[config.mk]
export PLATFORM = sky130hd
export DESIGN_NAME = sram_strobe_ctrl
export DESIGN_NICKNAME = d
export VERILOG_FILES = /design/src/rtl/sram_strobe_pkg.sv /design/src/rtl/sram_phase_timer.sv /design/src/rtl/sram_seq_fsm.sv /design/src/rtl/sram_data_path.sv /design/src/rtl/sram_strobe_ctrl.sv
export SDC_FILE = /design/constraint.sdc
export NUM_CORES = 1
export LEC_CHECK = 0
export CAP_MARGIN = 25
export CORE_UTILIZATION = 44
export CTS_BUF_LIST = sky130_fd_sc_hd__clkbuf_4
export CTS_CLUSTER_DIAMETER = 30
export DETAILED_ROUTE_END_ITERATION = 6
export PLACE_DENSITY_LB_ADDON = 0.05
export RECOVER_POWER = 25
export REMOVE_ABC_BUFFERS = 1
export SKIP_LAST_GASP = 1
export SYNTH_ARGS = -nofsm -noshare
export SYNTH_HDL_FRONTEND = slang
export SYNTH_HIERARCHICAL = 1
export SYNTH_SLANG_ARGS = --single-unit
[constraint.sdc]
create_clock -name clk -period 2.02 [get_ports clk]
set_input_delay 0.606 -clock clk [delete_from_list [all_inputs] [get_ports clk]]
set_output_delay 0.606 -clock clk [all_outputs]
set_load 0.03 [all_outputs]
[src/rtl/sram_strobe_pkg.sv]
package sram_strobe_pkg;

    typedef enum logic [2:0] {
        ST_IDLE,
        ST_RD_ACCESS,
        ST_RD_TURN,
        ST_WR_SETUP,
        ST_WR_PULSE,
        ST_WR_RECOV
    } seq_state_t;

    // minimum times in ns per speed grade; unknown grades use the slowest row
    function automatic int grade_t_access(input int grade);
        case (grade)
            12:      return 12;
            15:      return 15;
            default: return 20;
        endcase
    endfunction

    function automatic int grade_t_pulse(input int grade);
        case (grade)
            12:      return 8;
            15:      return 12;
            default: return 15;
        endcase
    endfunction

    function automatic int grade_t_addr_end(input int grade);
        case (grade)
            12:      return 10;
            15:      return 12;
            default: return 15;
        endcase
    endfunction

    function automatic int grade_t_data_end(input int grade);
        case (grade)
            12:      return 7;
            15:      return 8;
            default: return 9;
        endcase
    endfunction

    function automatic int ns_to_cyc(input int ns, input int period);
        int c;
        c = (ns + period - 1) / period;
        return (c < 1) ? 1 : c;
    endfunction

    function automatic int max_int(input int a, input int b);
        return (a > b) ? a : b;
    endfunction

    function automatic int rd_cycles(input int grade, input int period);
        return ns_to_cyc(grade_t_access(grade), period);
    endfunction

    function automatic int wp_cycles(input int grade, input int period);
        int c;
        c = ns_to_cyc(grade_t_pulse(grade), period);
        c = max_int(c, ns_to_cyc(grade_t_data_end(grade), period) + 1);
        c = max_int(c, ns_to_cyc(grade_t_addr_end(grade), period) - 1);
        return max_int(c, 1);
    endfunction

endpackage

[src/rtl/sram_phase_timer.sv]
module sram_phase_timer #(
    parameter int CNT_W = 4
) (
    input  logic             clk,
    input  logic             rst_n,
    input  logic             load,
    input  logic [CNT_W-1:0] load_val,
    output logic             done
);

    logic [CNT_W-1:0] cnt_q;

    always_ff @(posedge clk or negedge rst_n) begin
        if (!rst_n) begin
            cnt_q <= '0;
        end else if (load) begin
            cnt_q <= load_val;
        end else if (cnt_q != '0) begin
            cnt_q <= cnt_q - 1'b1;
        end
    end

    assign done = (cnt_q == '0);

endmodule

[src/rtl/sram_seq_fsm.sv]
module sram_seq_fsm
    import sram_strobe_pkg::*;
#(
    parameter int RD_CYC  = 2,
    parameter int SU_CYC  = 1,
    parameter int WP_CYC  = 2,
    parameter int REC_CYC = 1
) (
    input  logic clk,
    input  logic rst_n,
    input  logic req,
    input  logic req_wr,
    output logic accept,
    output logic rd_sample,
    output logic ack,
    output logic busy,
    output logic cs1_n,
    output logic cs2,
    output logic we_n,
    output logic oe_n,
    output logic dq_oe
);

    localparam int MAX_CYC = max_int(max_int(RD_CYC, SU_CYC), max_int(WP_CYC, REC_CYC));
    localparam int CNT_W   = $clog2(MAX_CYC + 1);

    seq_state_t       state_q, state_nxt;
    logic             phase_done;
    logic             phase_load;
    logic [CNT_W-1:0] phase_len;
    logic             ack_set;

    sram_phase_timer #(.CNT_W(CNT_W)) timer_i (
        .clk      (clk),
        .rst_n    (rst_n),
        .load     (phase_load),
        .load_val (phase_len),
        .done     (phase_done)
    );

    // next-state and phase bookkeeping
    always_comb begin
        state_nxt = state_q;
        unique case (state_q)
            ST_IDLE:      if (req && !ack) state_nxt = req_wr ? ST_WR_SETUP : ST_RD_ACCESS;
            ST_RD_ACCESS: if (phase_done)  state_nxt = ST_RD_TURN;
            ST_RD_TURN:                    state_nxt = ST_IDLE;
            ST_WR_SETUP:  if (phase_done)  state_nxt = ST_WR_PULSE;
            ST_WR_PULSE:  if (phase_done)  state_nxt = ST_WR_RECOV;
            ST_WR_RECOV:  if (phase_done)  state_nxt = ST_IDLE;
            default:                       state_nxt = ST_IDLE;
        endcase
    end

    always_comb begin
        unique case (state_nxt)
            ST_RD_ACCESS: phase_len = CNT_W'(RD_CYC - 1);
            ST_WR_SETUP:  phase_len = CNT_W'(SU_CYC - 1);
            ST_WR_PULSE:  phase_len = CNT_W'(WP_CYC - 1);
            ST_WR_RECOV:  phase_len = CNT_W'(REC_CYC - 1);
            default:      phase_len = '0;
        endcase
    end

    assign phase_load = (state_nxt != state_q);
    assign accept     = (state_q == ST_IDLE) && (state_nxt != ST_IDLE);
    assign rd_sample  = (state_q == ST_RD_ACCESS) && phase_done;
    assign ack_set    = rd_sample || ((state_q == ST_WR_RECOV) && phase_done);

    // state register
    always_ff @(posedge clk or negedge rst_n) begin
        if (!rst_n) begin
            state_q <= ST_IDLE;
        end else begin
            state_q <= state_nxt;
        end
    end

    // registered strobes decoded from the state being entered
    always_ff @(posedge clk or negedge rst_n) begin
        if (!rst_n) begin
            cs1_n <= 1'b1;
            cs2   <= 1'b0;
            we_n  <= 1'b1;
            oe_n  <= 1'b1;
            dq_oe <= 1'b0;
            ack   <= 1'b0;
            busy  <= 1'b0;
        end else begin
            ack <= ack_set;
            if (accept) begin
                busy <= 1'b1;
            end else if (ack_set) begin
                busy <= 1'b0;
            end
            unique case (state_nxt)
                ST_RD_ACCESS: begin
                    cs1_n <= 1'b0; cs2 <= 1'b1; we_n <= 1'b1; oe_n <= 1'b0; dq_oe <= 1'b0;
                end
                ST_WR_SETUP: begin
                    cs1_n <= 1'b0; cs2 <= 1'b1; we_n <= 1'b1; oe_n <= 1'b1; dq_oe <= 1'b0;
                end
                ST_WR_PULSE: begin
                    cs1_n <= 1'b0; cs2 <= 1'b1; we_n <= 1'b0; oe_n <= 1'b1;
                    dq_oe <= (state_q == ST_WR_PULSE);
                end
                ST_WR_RECOV: begin
                    cs1_n <= 1'b0; cs2 <= 1'b1; we_n <= 1'b1; oe_n <= 1'b1; dq_oe <= 1'b1;
                end
                default: begin
                    cs1_n <= 1'b1; cs2 <= 1'b0; we_n <= 1'b1; oe_n <= 1'b1; dq_oe <= 1'b0;
                end
            endcase
        end
    end

endmodule

[src/rtl/sram_data_path.sv]
module sram_data_path #(
    parameter int ADDR_W = 17,
    parameter int DATA_W = 8
) (
    input  logic              clk,
    input  logic              rst_n,
    input  logic              accept,
    input  logic              rd_sample,
    input  logic [ADDR_W-1:0] host_addr,
    input  logic [DATA_W-1:0] host_wdata,
    input  logic [DATA_W-1:0] dq_in,
    output logic [ADDR_W-1:0] mem_addr,
    output logic [DATA_W-1:0] dq_out,
    output logic [DATA_W-1:0] rd_data
);

    always_ff @(posedge clk or negedge rst_n) begin
        if (!rst_n) begin
            mem_addr <= '0;
            dq_out   <= '0;
        end else if (accept) begin
            mem_addr <= host_addr;
            dq_out   <= host_wdata;
        end
    end

    always_ff @(posedge clk or negedge rst_n) begin
        if (!rst_n) begin
            rd_data <= '0;
        end else if (rd_sample) begin
            rd_data <= dq_in;
        end
    end

endmodule

[src/rtl/sram_strobe_ctrl.sv]
module sram_strobe_ctrl
    import sram_strobe_pkg::*;
#(
    parameter int CLK_PERIOD_NS = 10,
    parameter int SPEED_GRADE   = 12,
    parameter int ADDR_W        = 17,
    parameter int DATA_W        = 8
) (
    input  logic              clk,
    input  logic              rst_n,
    input  logic              req,
    input  logic              req_wr,
    input  logic [ADDR_W-1:0] req_addr,
    input  logic [DATA_W-1:0] req_wdata,
    output logic              ack,
    output logic              busy,
    output logic [DATA_W-1:0] rd_data,
    output logic [ADDR_W-1:0] mem_addr,
    output logic              mem_cs1_n,
    output logic              mem_cs2,
    output logic              mem_we_n,
    output logic              mem_oe_n,
    output logic [DATA_W-1:0] mem_dq_out,
    output logic              mem_dq_oe,
    input  logic [DATA_W-1:0] mem_dq_in
);

    localparam int RD_CYC  = rd_cycles(SPEED_GRADE, CLK_PERIOD_NS);
    localparam int WP_CYC  = wp_cycles(SPEED_GRADE, CLK_PERIOD_NS);
    localparam int SU_CYC  = ns_to_cyc(0, CLK_PERIOD_NS);
    localparam int REC_CYC = ns_to_cyc(0, CLK_PERIOD_NS);

    logic accept;
    logic rd_sample;

    sram_seq_fsm #(
        .RD_CYC  (RD_CYC),
        .SU_CYC  (SU_CYC),
        .WP_CYC  (WP_CYC),
        .REC_CYC (REC_CYC)
    ) fsm_i (
        .clk       (clk),
        .rst_n     (rst_n),
        .req       (req),
        .req_wr    (req_wr),
        .accept    (accept),
        .rd_sample (rd_sample),
        .ack       (ack),
        .busy      (busy),
        .cs1_n     (mem_cs1_n),
        .cs2       (mem_cs2),
        .we_n      (mem_we_n),
        .oe_n      (mem_oe_n),
        .dq_oe     (mem_dq_oe)
    );

    sram_data_path #(
        .ADDR_W (ADDR_W),
        .DATA_W (DATA_W)
    ) dp_i (
        .clk        (clk),
        .rst_n      (rst_n),
        .accept     (accept),
        .rd_sample  (rd_sample),
        .host_addr  (req_addr),
        .host_wdata (req_wdata),
        .dq_in      (mem_dq_in),
        .mem_addr   (mem_addr),
        .dq_out     (mem_dq_out),
        .rd_data    (rd_data)
    );

endmodule

## Yosys cells after proc, flatten, opt, wreduce, memory -nomap -nowiden

Index checks and enable logic that the tools add are counted.

| storage, ports and cells | value |
|---|---|
| output and inout port bits | 40 |
| bits in writable memories | 0 |
| latch bits | 0 |
| memories | 0 |
| memory bits (read-only) | 0 |
| input port bits | 37 |
| flip-flop bits (word level) | 45 |
| word-level logic and storage cells | 53 |

| cells by class | value |
|---|---|
| add/subtract/negate cells | 1 |
| bitwise operators | 0 |
| eq/ne operators | 9 |
| shift operators | 0 |
| reductions and logical operators | 14 |
| $lt $le $gt $ge | 0 |
| mux-type cells | 17 |
| divide/modulo/power cells | 0 |
| multipliers | 0 |

Operators by type and width:

| cell | number |
|---|---|
| $mux W3 | 5 |
| $pmux W3 S5 | 1 |
| $eq A3 B3 Y1 const B | 4 |
| $mux W1 | 7 |
| $eq A3 B1 Y1 const B | 2 |
| $eq A3 B2 Y1 const B | 2 |
| $mux W2 | 3 |
| $reduce_bool A2 Y1 | 3 |
| $logic_and A1 B1 Y1 | 4 |
| $reduce_or A4 Y1 | 1 |
| $logic_not A3 Y1 | 1 |
| $ne A3 B3 Y1 | 1 |
| $reduce_bool A3 Y1 | 1 |
| $logic_not A2 Y1 | 1 |
| $pmux W1 S2 | 1 |
| $reduce_or A2 Y1 | 1 |
| $sub A2 B1 Y2 const B | 1 |
| $logic_not A1 Y1 | 1 |
| $logic_or A1 B1 Y1 | 1 |

## Depth between registers and ports, before layout

| logic depth | value |
|---|---|
| depth after elaboration | 8 |
| gate-level depth with buffers | 8 |
| depth with buffers taken out | 7 |

## Modules after synthesis

Netlist, hierarchy kept.

Modules (own cells, without submodules):

| module | area an instance (µm²) | cells an instance | times used |
|---|---|---|---|
| sram_data_path | 1328.8 | 70 | 1 |
| sram_seq_fsm | 471.7 | 46 | 1 |
| sram_phase_timer | 113.9 | 12 | 1 |

## Worst setup path after synthesis

OpenSTA, ideal clock, no wires.

| timing | value |
|---|---|
| path type | register to register |
| start point | register fsm_i.timer_i.cnt_q[0] |
| end point | register dp_i.rd_data[0] |
| arrival | 1.550 ns |
| setup slack | 0.345 ns |
| library setup time | 0.125 ns |
| buffers on the path | 2 |
| stages on the path, launching flop included | 8 |
| required time | 1.895 ns |
| period minus slack after synthesis | 1.675 ns |
| cells stage by stage | dfrtp_1 > inv_1 > ha_1 > buf_2 > nand3b_1 > nor2_1 > buf_2 > mux2_2 |

| on the way | value |
|---|---|
| cells in the longest elaborated chain, start to end | 2 |

Ends and longest elaborated chain:

| element | RTL line | RTL |
|---|---|---|
| start: declaration | sram_phase_timer.sv:11 | `logic [CNT_W-1:0] cnt_q;` |
| start signal: assignment | sram_phase_timer.sv:17 | `cnt_q <= load_val;` |
| start signal: assignment | sram_phase_timer.sv:19 | `cnt_q <= cnt_q - 1'b1;` |
| $logic_not A2 Y1 | sram_phase_timer.sv:23 | `assign done = (cnt_q == '0);` |
| net fsm_i.phase_done | sram_seq_fsm.sv:28 | `logic phase_done;` |
| $logic_and A1 B1 Y1 | sram_seq_fsm.sv:67 | `assign rd_sample = (state_q == ST_RD_ACCESS) && phase_done;` |
| net rd_sample | sram_strobe_ctrl.sv:34 | `logic rd_sample;` |
| end signal: assignment | sram_data_path.sv:31 | `rd_data <= dq_in;` |
| end: declaration | sram_data_path.sv:14 | `output logic [DATA_W-1:0] rd_data` |

The timed path passes the listed nets, and every way through them passes these cells.
A chain may end at the register's enable or synchronous reset.

## Worst setup path in the final report

| timing | value |
|---|---|
| start point | register fsm_i.cs1_n |
| end point | output mem_cs1_n |

RTL lines:

| element | RTL line | RTL |
|---|---|---|
| start: declaration | sram_seq_fsm.sv:17 | `output logic cs1_n,` |
| start signal: assignment | sram_seq_fsm.sv:82 | `cs1_n <= 1'b1;` |
| start signal: assignment | sram_seq_fsm.sv:98 | `cs1_n <= 1'b0; cs2 <= 1'b1; we_n <= 1'b1; oe_n <= 1'b0; dq_oe <= 1'b0;` |
| start signal: assignment | sram_seq_fsm.sv:101 | `cs1_n <= 1'b0; cs2 <= 1'b1; we_n <= 1'b1; oe_n <= 1'b1; dq_oe <= 1'b0;` |
| end: declaration | sram_strobe_ctrl.sv:19 | `output logic mem_cs1_n,` |

No word-level cell between the ends.

==> impl.org <==
** Clocking
- The number of hold buffers added after CTS was 0.
- For the worst-skew pair, the clock arrives at the later sink with an insertion delay of 360 ps.
- Buffers inserted by post-CTS timing repair :: 0
- TritonCTS built the clock tree.
- CTS placed an instance of sky130_fd_sc_hd__clkbuf_4 at the clock tree root.
- The H-tree was split into 2 levels.
- The clock drives 45 sinks.
- Number of buffers inserted during clock tree synthesis :: 5
- Clock slew at reported path FFs :: 120 ps
- Counting along the longest clock path gives a buffer depth of 2.

** Detailed routing
- Via/cell ratio :: roughly 5
- Detailed Routing Iterations Pass 1 :: 4
- In the final routed layout, each cell accounts on average for 15.7 µm.
- Residual DRC :: 0
- Via count of the routed design :: 1286
- The count of nets left with antenna violations once routing finished came out at 0.
- 1st-iter DRT viols :: 33
- The routed design has 4.11 mm of wire.

** Worst setup path
- Critical path, cell by cell :: dlygate4sd2_1
- CP Data Required Time :: 1410 ps
- In this run the worst path has a maximum fanout of 1.
- For flop-to-flop paths, the worst setup slack is 320 ps.
- In this run the critical register-to-register path is launched from fsm_i/timer_i/cnt_q[0].
- STA classifies the critical path endpoint as an output port.
- The worst setup path is launched from a register.
- Startpoint of the worst setup timing path :: fsm_i/cs1_n
- Path type of the worst setup path :: reg -> out
- Counting both buffers and inverters, the worst setup path holds a total of 1.
- Data arrives at the worst endpoint at 1280 ps.
- CP max-delay cell :: sky130_fd_sc_hd__dfstp_2
- Among cell families on the critical path, the largest total delay comes from flip-flops.
- On the worst path, the slowest cell contributes a delay of ~530 ps.

** Status
- The flow ran to the end, and the final reports show no timing, DRC or antenna violations.

** Die
- Full die area :: 4620 µm²
- The region available for standard cell placement spans 4090 µm².
- The die is 68.0 µm wide.
- For this configuration, the core starts out at a cell density of a little under half.
- Row generation in the floorplan step produced 23 rows.
- Num ports :: 77
- Measured along the y axis, the die boundary spans 68.0 µm.

** Timing
- Final count of pins violating max slew :: 0
- Adding up every negative setup slack in the final design gives 0 ps.
- Setup violations remaining at the end of the flow were counted as 0.
- Number of hold violations in the final report :: 0
- Setup clock skew after layout :: 16.1 ps
- For this run, the top clock speed supported by timing is 530 MHz.
- Unrepaired setup endpoints after global routing :: no
- Final min period :: 1890 ps
- Dividing the final minimum period by the clock period gives 93.4%.
- Tightest Pin Transition :: around 970 ps
- Headroom to the max-slew limit came out at 35.4%.

** Worst hold path
- Hold crit path type :: in -> async

** Global routing
- Global-route wire length before repair :: 6.12 mm
- For this run, the total global-route usage over all layers was measured as 18.5%.
- After global routing the overflow that remains totals 0.
- The via count of the first global-routing pass came to 1286.
- Entering global routing, the biggest net connects 28 pins.
- The initial antenna violation count was 0.

** Synth
- Flop and latch count out of synthesis :: 45
- After technology mapping, the gate count stands at around 130.
- Counting flops with a built-in enable in the synthesized netlist gives 0.
- Summing every instance area after synthesis gives 1910 µm².
- Number of warnings printed during yosys synthesis :: 6
- In this run, distinct cell masters in the synthesized netlist total 35.
- Dominant cells by area after synthesis :: sky130_fd_sc_hd__dfrtp_1, sky130_fd_sc_hd__mux2_4, sky130_fd_sc_hd__mux2_2
- Share of synthesized area occupied by flip-flops and latches :: 59.0%
- The commonest cells after synthesis are sky130_fd_sc_hd__dfrtp_1, sky130_fd_sc_hd__mux2_4, sky130_fd_sc_hd__mux2_2, sky130_fd_sc_hd__nand2_1, sky130_fd_sc_hd__nor2_1.
- Most common cell in the synthesized netlist :: sky130_fd_sc_hd__dfrtp_1
- Each instance of the synthesized netlist takes up on average 15.0 µm².
- The synthesized design devotes to its leading area cell type 54.9% of total area.
- Largest area contributor in the synthesized netlist :: sky130_fd_sc_hd__dfrtp_1
- Async set-or-reset flop fraction in the synthesized netlist :: 100%
- Dominant synthesized flop cell :: sky130_fd_sc_hd__dfrtp_1

** Job
- Maximum capacitance violations :: 0

** Power and ir drop
- Power per unit of standard cell area :: 1730 nW/µm²
- Overall Power :: roughly 4800 µW
- Leakage power figure :: 0.00148 µW
- VDD sags by at most between 0.0007 and 0.0008 V.

** Final layout
- Fill cells :: 307
- Antenna cells :: 0
- Relative to the synthesized area, the layout overhead comes to 46.4%.
- Of the cells placed in the final design, the portion with a size suffix greater than 1 is 25.0%.
- Final design area excluding fillers :: 2800 µm²
- Total Nets Final :: ~250

** Placement
- Half-perimeter wire length of the detailed placement result :: approximately 2.9 mm
- After detailed placement, the total cell area comes to roughly 2700 µm².
- Port buffering added 76 buffers.
- Final weighted congestion in routability-driven placement :: 0.820
[final cells by class]
class	instances	area (µm²)	share of cell area, %
sequential	45	1130	40.3
timing repair buffer	82	842	30.0
multi-input combinational	73	703	25.1
tap	50	62.6	2.23
clock buffer	5	37.5	1.34
inverter	4	15.0	0.536
clock inverter	3	12.5	0.446
[layer usage]
layer  global-route usage (%)  share of wire, %  vias up
met3                     6.67               8.1        5
met1                     21.1                40      626
met5                        0                 0        -
met4                     6.25               1.3        0
li1                         -                 -      606
met2                     31.7                50       49
[repair_timing]
action	4_1_cts	5_1_grt
endpoints found under the hold margin	0	0
pin swaps	0	0
gates resized for setup	18	22
endpoints found under the setup margin	18	22
[flip-flops by register name, summed over array words and instances (netlist names)]
| name | flops |
|---|---|
| fsm_i/cs1_n | 1 |
| dp_i/rd_data | 8 |
| fsm_i/we_n | 1 |
| dp_i/mem_addr | 17 |
| fsm_i/timer_i/cnt_q | 2 |
| fsm_i/dq_oe | 1 |
| fsm_i/oe_n | 1 |
| fsm_i/state_q | 3 |
| fsm_i/cs2 | 1 |
| fsm_i/busy | 1 |
| dp_i/dq_out | 8 |
| fsm_i/ack | 1 |
[stage by stage]
| stage | instances | worst slack [ps] | hold slack [ps] | utilization (%) |
|---|---|---|---|---|
| global route | 262 | 91.1 | 453 | 68.6 |
| global placement | 254 | 113 | 463 | 67.0 |
| finish | 262 | 132 | 369 | 68.6 |
| floorplan | 122 | 170 | 310 | - |
| CTS | 262 | 0.696 | 173 | 67.6 |
| detailed placement | 254 | 77.9 | 470 | 67.0 |
[logic make-up (layout without fill, tap and decap cells)]
| logic type | count (synthesis) | count (layout) | synth area share [%] |
|---|---|---|---|
| buffers and inverters | 10 | 94 | 4.25 |
| AO/OA/AOI/OAI | 12 | 12 | 4.38 |
| XOR/XNOR | 2 | 2 | 0.915 |
| other | 1 | 1 | 0.196 |
| AND/OR/NAND/NOR | 23 | 23 | 6.73 |
| adder cells (fa/ha/maj) | 1 | 1 | 0.653 |
| flip-flops | 45 | 45 | 59.0 |
| multiplexers | 34 | 34 | 23.9 |
[final timing paths]
path,endpoint,cells past startpoint
max in group asynchronous,fsm_i/state_q[0],2
worst max register to register,fsm_i/timer_i/cnt_q[1],8
worst min register to register,dp_i/rd_data[4],1
worst max-delay path,mem_cs1_n,1
min in group clk,dp_i/rd_data[4],1
worst min-delay path,dp_i/mem_addr[1],1
[power breakdown]
group,switching (µW),internal (µW),total (µW)
registers,266,1370,1640
clock network,270,126,396
logic,1480,1320,2800
[cells in the final DEF (no fill, tap or decap), types with 3 or more instances in the layout]
cell | synthesis | routed
sky130_fd_sc_hd__buf_4 | 0 | 4
sky130_fd_sc_hd__clkbuf_4 | 0 | 5
sky130_fd_sc_hd__clkdlybuf4s50_1 | 0 | 35
sky130_fd_sc_hd__dfrtp_1 | 42 | 42
sky130_fd_sc_hd__dfstp_2 | 3 | 3
sky130_fd_sc_hd__dlygate4sd2_1 | 0 | 18
sky130_fd_sc_hd__dlymetal6s2s_1 | 0 | 22
sky130_fd_sc_hd__inv_1 | 3 | 3
sky130_fd_sc_hd__mux2_2 | 13 | 13
sky130_fd_sc_hd__mux2_4 | 20 | 20
sky130_fd_sc_hd__nand2_1 | 7 | 7
sky130_fd_sc_hd__nor2_1 | 5 | 5
sky130_fd_sc_hd__o21ai_0 | 3 | 3
Note: power is estimated with default switching activity, not from simulation.
